--- src/rtl/vcb_pkg.sv ---
package vcb_pkg;
    parameter int DATA_W    = 8;
    parameter int RADDR_W   = 8;
    parameter int SADDR_W   = 7;
    parameter int BYTE_W    = 8;
    parameter int NUM_BYTES = 3;

    localparam int WORD_W    = DATA_W + RADDR_W + SADDR_W + 1;
    localparam int DATA_LSB  = 0;
    localparam int RADDR_LSB = DATA_LSB + DATA_W;
    localparam int SADDR_LSB = RADDR_LSB + RADDR_W;
    localparam int GO_BIT    = WORD_W - 1;
    localparam int IDX_W     = $clog2(NUM_BYTES);
    localparam logic [IDX_W-1:0] LAST_IDX = IDX_W'(NUM_BYTES - 1);

    typedef enum logic [0:0] {
        SEQ_IDLE = 1'b0,
        SEQ_SEND = 1'b1
    } seq_state_e;
endpackage

--- src/rtl/vcb_cmd_reg.sv ---
module vcb_cmd_reg
    import vcb_pkg::*;
(
    input  logic              clk,
    input  logic              rst_n,
    input  logic              wr_en,
    input  logic [WORD_W-1:0] wr_data,
    input  logic              finish,
    input  logic              abort,
    output logic [WORD_W-1:0] word,
    output logic              err
);
    typedef struct packed {
        logic [WORD_W-1:0] word;
        logic              err;
    } cmd_state_t;

    cmd_state_t st_d, st_q;

    always_comb begin
        st_d = st_q;
        if (finish) begin
            // transfer ended: self-clear the launch bit
            st_d.word[GO_BIT] = 1'b0;
            if (abort) begin
                st_d.err = 1'b1;
            end
        end else if (wr_en && !st_q.word[GO_BIT]) begin
            st_d.word = wr_data;
            if (wr_data[GO_BIT]) begin
                st_d.err = 1'b0;
            end
        end
    end

    always_ff @(posedge clk or negedge rst_n) begin
        if (!rst_n) begin
            st_q <= '0;
        end else begin
            st_q <= st_d;
        end
    end

    assign word = st_q.word;
    assign err  = st_q.err;
endmodule

--- src/rtl/vcb_byte_seq.sv ---
module vcb_byte_seq
    import vcb_pkg::*;
(
    input  logic              clk,
    input  logic              rst_n,
    input  logic              go,
    input  logic [GO_BIT-1:0] fields,
    input  logic              tx_done,
    input  logic              tx_nack,
    output logic              tx_valid,
    output logic [BYTE_W-1:0] tx_byte,
    output logic              tx_first,
    output logic              tx_last,
    output logic              finish,
    output logic              abort
);
    typedef struct packed {
        seq_state_e       st;
        logic [IDX_W-1:0] idx;
    } seq_t;

    seq_t s_d, s_q;

    logic [BYTE_W-1:0] frame [NUM_BYTES];

    // byte k of the frame: address+write bit, register address, data
    assign frame[0] = {fields[SADDR_LSB +: SADDR_W], 1'b0};
    assign frame[1] = fields[RADDR_LSB +: RADDR_W];
    assign frame[2] = fields[DATA_LSB +: DATA_W];

    logic sending;
    logic byte_end;

    always_comb begin
        sending  = (s_q.st == SEQ_SEND);
        byte_end = sending && tx_done;
        finish   = byte_end && (tx_nack || (s_q.idx == LAST_IDX));
        abort    = byte_end && tx_nack;

        tx_valid = sending;
        tx_byte  = '0;
        for (int k = 0; k < NUM_BYTES; k++) begin
            if (s_q.idx == IDX_W'(k)) begin
                tx_byte = frame[k];
            end
        end
        tx_first = sending && (s_q.idx == '0);
        tx_last  = sending && (s_q.idx == LAST_IDX);

        s_d = s_q;
        if (!sending) begin
            if (go) begin
                s_d.st  = SEQ_SEND;
                s_d.idx = '0;
            end
        end else if (finish) begin
            s_d.st  = SEQ_IDLE;
            s_d.idx = '0;
        end else if (byte_end) begin
            s_d.idx = s_q.idx + 1'b1;
        end
    end

    always_ff @(posedge clk or negedge rst_n) begin
        if (!rst_n) begin
            s_q <= '{st: SEQ_IDLE, idx: '0};
        end else begin
            s_q <= s_d;
        end
    end
endmodule

--- src/rtl/vcb_launcher.sv ---
module vcb_launcher
    import vcb_pkg::*;
(
    input  logic              clk,
    input  logic              rst_n,
    input  logic              host_wr_en,
    input  logic [WORD_W-1:0] host_wr_data,
    output logic [WORD_W-1:0] host_rd_data,
    output logic              nack_err,
    output logic              tx_valid,
    output logic [BYTE_W-1:0] tx_byte,
    output logic              tx_first,
    output logic              tx_last,
    input  logic              tx_done,
    input  logic              tx_nack
);
    logic [WORD_W-1:0] word;
    logic              finish;
    logic              abort;

    vcb_cmd_reg u_cmd (
        .clk     (clk),
        .rst_n   (rst_n),
        .wr_en   (host_wr_en),
        .wr_data (host_wr_data),
        .finish  (finish),
        .abort   (abort),
        .word    (word),
        .err     (nack_err)
    );

    vcb_byte_seq u_seq (
        .clk      (clk),
        .rst_n    (rst_n),
        .go       (word[GO_BIT]),
        .fields   (word[GO_BIT-1:0]),
        .tx_done  (tx_done),
        .tx_nack  (tx_nack),
        .tx_valid (tx_valid),
        .tx_byte  (tx_byte),
        .tx_first (tx_first),
        .tx_last  (tx_last),
        .finish   (finish),
        .abort    (abort)
    );

    assign host_rd_data = word;
endmodule

--- config.mk ---
export PLATFORM = sky130hd
export DESIGN_NAME = vcb_launcher
export DESIGN_NICKNAME = d
export VERILOG_FILES = /design/src/rtl/vcb_pkg.sv /design/src/rtl/vcb_cmd_reg.sv /design/src/rtl/vcb_byte_seq.sv /design/src/rtl/vcb_launcher.sv
export SDC_FILE = /design/constraint.sdc
export NUM_CORES = 1
export LEC_CHECK = 0
export BUFFER_PORTS_ARGS = -buffer_cell sky130_fd_sc_hd__buf_2
export CORE_MARGIN = 2
export CORE_UTILIZATION = 30
export CTS_CLUSTER_SIZE = 8
export DETAILED_ROUTE_END_ITERATION = 7
export GPL_ROUTABILITY_DRIVEN = 0
export PLACE_DENSITY = 0.64
export SYNTH_ARGS = -nofsm -noshare
export SYNTH_HDL_FRONTEND = slang
export SYNTH_SLANG_ARGS = --single-unit
--- constraint.sdc ---
create_clock -name clk -period 1.8 [get_ports clk]
set_input_delay 0.36 -clock clk [delete_from_list [all_inputs] [get_ports clk]]
set_output_delay 0.36 -clock clk [all_outputs]
set_load 0.01 [all_outputs]
# Yosys cells after proc, flatten, opt, wreduce, memory -nomap -nowiden
# Cells that the tools add are included.
[totals]
ff_bits = 28
out_inout_bits = 36
word_cells = 39
[op_classes]
add_sub_neg = 1
n_eq_ne = 4
n_mux = 13
n_bitwise = 1
reduce_logical = 15
[ops]
columns = ["cell", "count"]
rows = [
  ["25-bit 2-to-1 mux", 1],
  ["8-bit 2-to-1 mux", 3],
  ["1-bit logical AND", 6],
  ["3-bit 2-to-1 mux", 2],
  ["2-bit nonzero test", 3],
  ["1-bit 2-to-1 mux", 5],
  ["2-bit 2-to-1 mux", 2],
  ["2-bit AND reduction", 2],
  ["3-bit inequality test, second input constant", 1],
  ["3-bit AND reduction", 1],
  ["2-bit by 1-bit adder with 2-bit output, second input constant", 1],
  ["2-bit by 1-bit equality test with 1-bit output, second input constant", 1],
  ["2-bit equality test, second input constant", 1],
  ["2-bit zero test", 1],
  ["2-bit by 1-bit inequality test with 1-bit output, second input constant", 1],
  ["1-bit zero test", 1],
  ["1-bit logical OR", 1],
  ["1-bit NOT", 1],
]

# Longest topological paths before layout
[depth]
word_depth = 5
depth_mapped = 7

# Modules after synthesis
# A second synthesis with hierarchy kept.
[hier_totals]
hier_cells = 109
hier_area_um2 = 1368.8
[by_module_without_submodules]
columns = ["mod", "instances", "cells_each", "area_each_um2", "seq_area_each_um2"]
rows = [
  ["vcb_cmd_reg", 1, 56, 955.9, 625.6],
  ["vcb_byte_seq", 1, 53, 412.9, 75.1],
]

# Worst setup path after synthesis
# OpenSTA, ideal clock, no wires.
[synth_timing]
kind = "register to register"
start = "register u_seq.s_q[0] (netlist name)"
end = "register u_cmd.st_q, in the netlist u_cmd.word[10]"
arrival_time_ns = 1.802
path_slack_ns = -0.127
stages_incl_launch_ff = 8
path_buffers = 2
synth_period_minus_slack_ns = 1.927
path_cell_list = "dfrtp_1 inv_1 ha_1 o211a_1 or3b_1 buf_6 buf_12 mux2_4"
[synth_between]
elab_chain_cells = 5
[synth_lines]
columns = ["element", "line", "source"]
rows = [
  ["start, declared", "vcb_byte_seq.sv:22", "seq_t s_d, s_q;"],
  ["start signal, assigned", "vcb_byte_seq.sv:66", "s_q <= '{st: SEQ_IDLE, idx: '0};"],
  ["2-bit equality test", "vcb_byte_seq.sv:37", "finish = byte_end && (tx_nack || (s_q.idx == LAST_IDX));"],
  ["1-bit logical OR", "vcb_byte_seq.sv:37", ""],
  ["1-bit logical AND", "vcb_byte_seq.sv:37", ""],
  ["1-bit NOT (no source line)", "-", ""],
  ["2-bit AND reduction (no source line)", "-", ""],
  ["end signal, assigned", "vcb_cmd_reg.sv:40", "st_q <= st_d;"],
  ["end, declared", "vcb_cmd_reg.sv:18", "cmd_state_t st_d, st_q;"],
]
# No other way between the ends.
# A chain may end at the register's enable or synchronous reset.

# Final worst setup path
[layout_timing]
start = "register u_seq.s_q[0] (netlist name)"
end = "output tx_byte[3]"
[layout_between]
elab_chain_cells = 4
[layout_lines]
columns = ["element", "line", "source"]
rows = [
  ["2-bit zero test", "vcb_byte_seq.sv:43", "if (s_q.idx == IDX_W'(k)) begin"],
  ["8-bit 2-to-1 mux (2 in series)", "vcb_byte_seq.sv:43", ""],
  ["8-bit 2-to-1 mux (*)", "vcb_byte_seq.sv:43", ""],
  ["end, declared", "vcb_launcher.sv:11", "output logic [BYTE_W-1:0] tx_byte,"],
]
# Every way passes the cells marked *; elsewhere a longest branch is shown, timed or not.

==> flow_metrics.py <==
metrics = {
    "outcome": {
        "status": "finished with violations",
        "violations": "setup timing",
    },
    "die": {
        "die_y_um": 72.5,
        "core_um2": 4440,
        "ios": 65,
        "num_rows": 24,
        "start_util": 0.317,
        "die_width_um": 72.5,
        "die-area_um2": 5260,
    },
    "route": {
        "via_per_inst": 4.75,
        "drt-initial-drc-count": 17,
        "first_pass_iters": 4,
        "detail-route-antenna-nets": 0,
        "routedWlPerCell_um": 13.8,
        "drc": 0,
        "num_vias": 1131,
        "drt_wl_total_mm": 3.29,
    },
    "grt": {
        "grt_overflow": 0,
        "grt_usage": 0.129,
        "grt_pass1_vias": 1142,
        "antenna_found_initial": 0,
        "grt_max_degree": 29,
        "grt_pass1_wl_mm": 5.27,
    },
    "synthesis": {
        "synthCells": 108,
        "synth-main-ff-cell": "dfrtp_1",
        "yosysTopAreaCell": "dfrtp_1",
        "synth_seq_cells": 28,
        "synthDistinctLibCells": 24,
        "synth.yosys.seq_area_share": 0.498,
        "synth.area.top_cells": "dfrtp_1, mux2_4, ha_1",
        "synth_commonest_cells": "dfrtp_1, mux2_4, nand2_1, o21ai_0, a22oi_1",
        "async_flop_share": 1.00,
        "synth_edf_count": 0,
        "synth.most_common_cell": "dfrtp_1",
        "syn-num-nets": 141,
        "syn_area_um2": 1410,
        "synth_top_cell_area_share": 0.498,
        "avgSynthCellArea_um2": 13.0,
        "ys.warnings.count": 0,
    },
    "power": {
        "p_per_area_nw_per_um2": 2010,
        "power.leakage_nw": 1.05,
        "p_seq_frac": 0.295,
        "intPower_w": 0.00252,
        "combPwrFrac": 0.583,
        "swShare": 0.378,
        "finalPower_w": 0.00406,
        "clkPwrFrac": 0.122,
        "ir_drop_mv": 0.940,
        "p_switching_w": 0.00154,
    },
    "worst_setup_path": {
        "cp.required_ps": 1440,
        "worstSetupEndpointType": "primary output",
        "max_stage_delay_ps": 430,
        "crit_type": "flop to primary output",
        "cp.arrival_ps": 1590,
        "cp_slowest_cell": "dfrtp_1",
        "path_cells": "inv_2 > ha_4 > nor2b_4 > a22oi_1 > o21ai_2 > buf_2",
        "start_kind": "flop",
        "critical_path.max_fanout": 6,
        "critPathBufInv": 2,
        "cpLargestDelayFamily": "flip-flops",
    },
    "timing": {
        "worstMarginPinSlew_ps": 622,
        "setup_viol": 32,
        "hold_viol": 0,
        "maxSlewHeadroom": 0.585,
        "period_minus_slack_ps": 1950,
        "fmax_mhz": 513,
        "setup_ws_ps": -150,
        "fin_crit_sh": 1.08,
        "rsz0062_at_grt": "true",
        "fin_skew_ps": 2.52,
        "slew_violations": 0,
        "whs_ps": 87.5,
    },
    "clocking": {
        "cts_root_buffer": "clkbuf_8",
        "clkTransAtPathRegs_ps": 100,
        "clk_path_buf_depth": 2,
        "tritoncts": "done",
        "h-tree-depth": 1,
        "cts_hold_buffers": 0,
        "cts_buffers": 3,
        "clk_latency_ps": 270,
        "clock_sinks": 28,
    },
    "final_layout": {
        "n_antenna_cell": 0,
        "finalNetCount": 220,
        "final_layout_size_suffix_gt1_frac": 0.634,
        "area_delta_synth_final_pct": 43.6,
    },
    "placed_design": {
        "numPortBuffers": 64,
        "dp_hpwl_mm": 2.53,
    },
    "hold_path": {
        "min_path_type": "input port to asynchronous set/reset pin",
    },
    "flow_run": {
        "maxCapViolations": 0,
    },
}
stage by stage:
step | TNS (ps) | worst slack (ps) | area (µm²) | util | instances
finish | -3890 | -150 | 2020 | 0.455 | 238
global route | -5900 | -243 | 2020 | 0.455 | 238
CTS | -3560 | -164 | 2020 | 0.455 | 238
detailed placement | -1300 | -83.0 | 1840 | 0.414 | 231
global placement | -269 | -34.6 | 1840 | 0.414 | 231
floorplan | -1150 | -61.7 | 1420 | - | 108
cell usage in the layout, fill, tap and decap left out, types with 4 or more instances in the layout:
| master | Yosys | routed |
|---|---|---|
| a22oi_1 | 6 | 6 |
| buf_2 | 0 | 64 |
| buf_4 | 1 | 11 |
| dfrtp_1 | 28 | 28 |
| ha_4 | 0 | 4 |
| mux2_2 | 4 | 4 |
| mux2_4 | 19 | 19 |
| nand2_1 | 11 | 11 |
| o21ai_1 | 0 | 5 |
path summary, 6_finish.rpt:
check	startpoint	to	slack [ps]	depth (start not counted)
hold / removal	rst_n	u_cmd.err	90	1
hold reg to reg	u_cmd.err	u_cmd.err	500	1
setup / recovery	u_seq.s_q[0]	tx_byte[3]	-150	6
max in group asynchronous	rst_n	u_seq.s_q[1]	1300	1
min in group clk	host_wr_data[21]	u_cmd.word[21]	310	2
setup reg to reg	u_seq.s_q[1]	u_cmd.word[11]	-150	6
power by group through the flow:
stage	Clock, W	Sequential [W]	Combinational (W)
finish	0.000495	0.00120	0.00236
global route	0.000536	0.00125	0.00255
CTS	0.000511	0.00120	0.00239
detailed placement	0	0.00121	0.00211
global placement	0	0.00121	0.00207
floorplan	0	0.00132	0.00113
flip-flops by register name (all words and copies together), names as in the netlist:
register and count:
u_cmd.err 1, u_cmd.word 24, u_seq.s_q 2, u_seq.tx_valid 1
repair_timing:
action                                  CTS  global route
setup buffers                             3             0
resized for setup                        28             0
pin swaps                                 5             2
endpoints found under the setup margin   32            33
layout make-up:
| class | instances | area [µm²] |
|---|---|---|
| Clock inverter | 1 | 30.0 |
| Tap cell | 52 | 65.1 |
| Timing Repair Buffer | 80 | 472 |
| Sequential cell | 28 | 701 |
| Multi-Input combinational cell | 71 | 701 |
| Inverter | 3 | 11.3 |
| Clock buffer | 3 | 41.3 |
| Fill cell | 437 | 2420 |
logic make-up (layout without fill, tap and decap cells):
group,after synthesis,count (layout),share of synthesized area
AOI/OAI and AO/OA,23,23,0.106
adders and majority gates,4,4,0.0356
buffers and inverters,9,87,0.0551
DFF,28,28,0.498
muxes,23,23,0.235
and+or+nand+nor,21,21,0.0711
per-layer routing:
metal	routed length, µm	GRT usage	part of all wire
met1	1510	0.173	0.46
met5	0	0	0
met2	1550	0.210	0.47
met4	14	0.0185	0.0043
met3	220	0.0403	0.067
No activity file was read; power rests on OpenSTA's default activity.
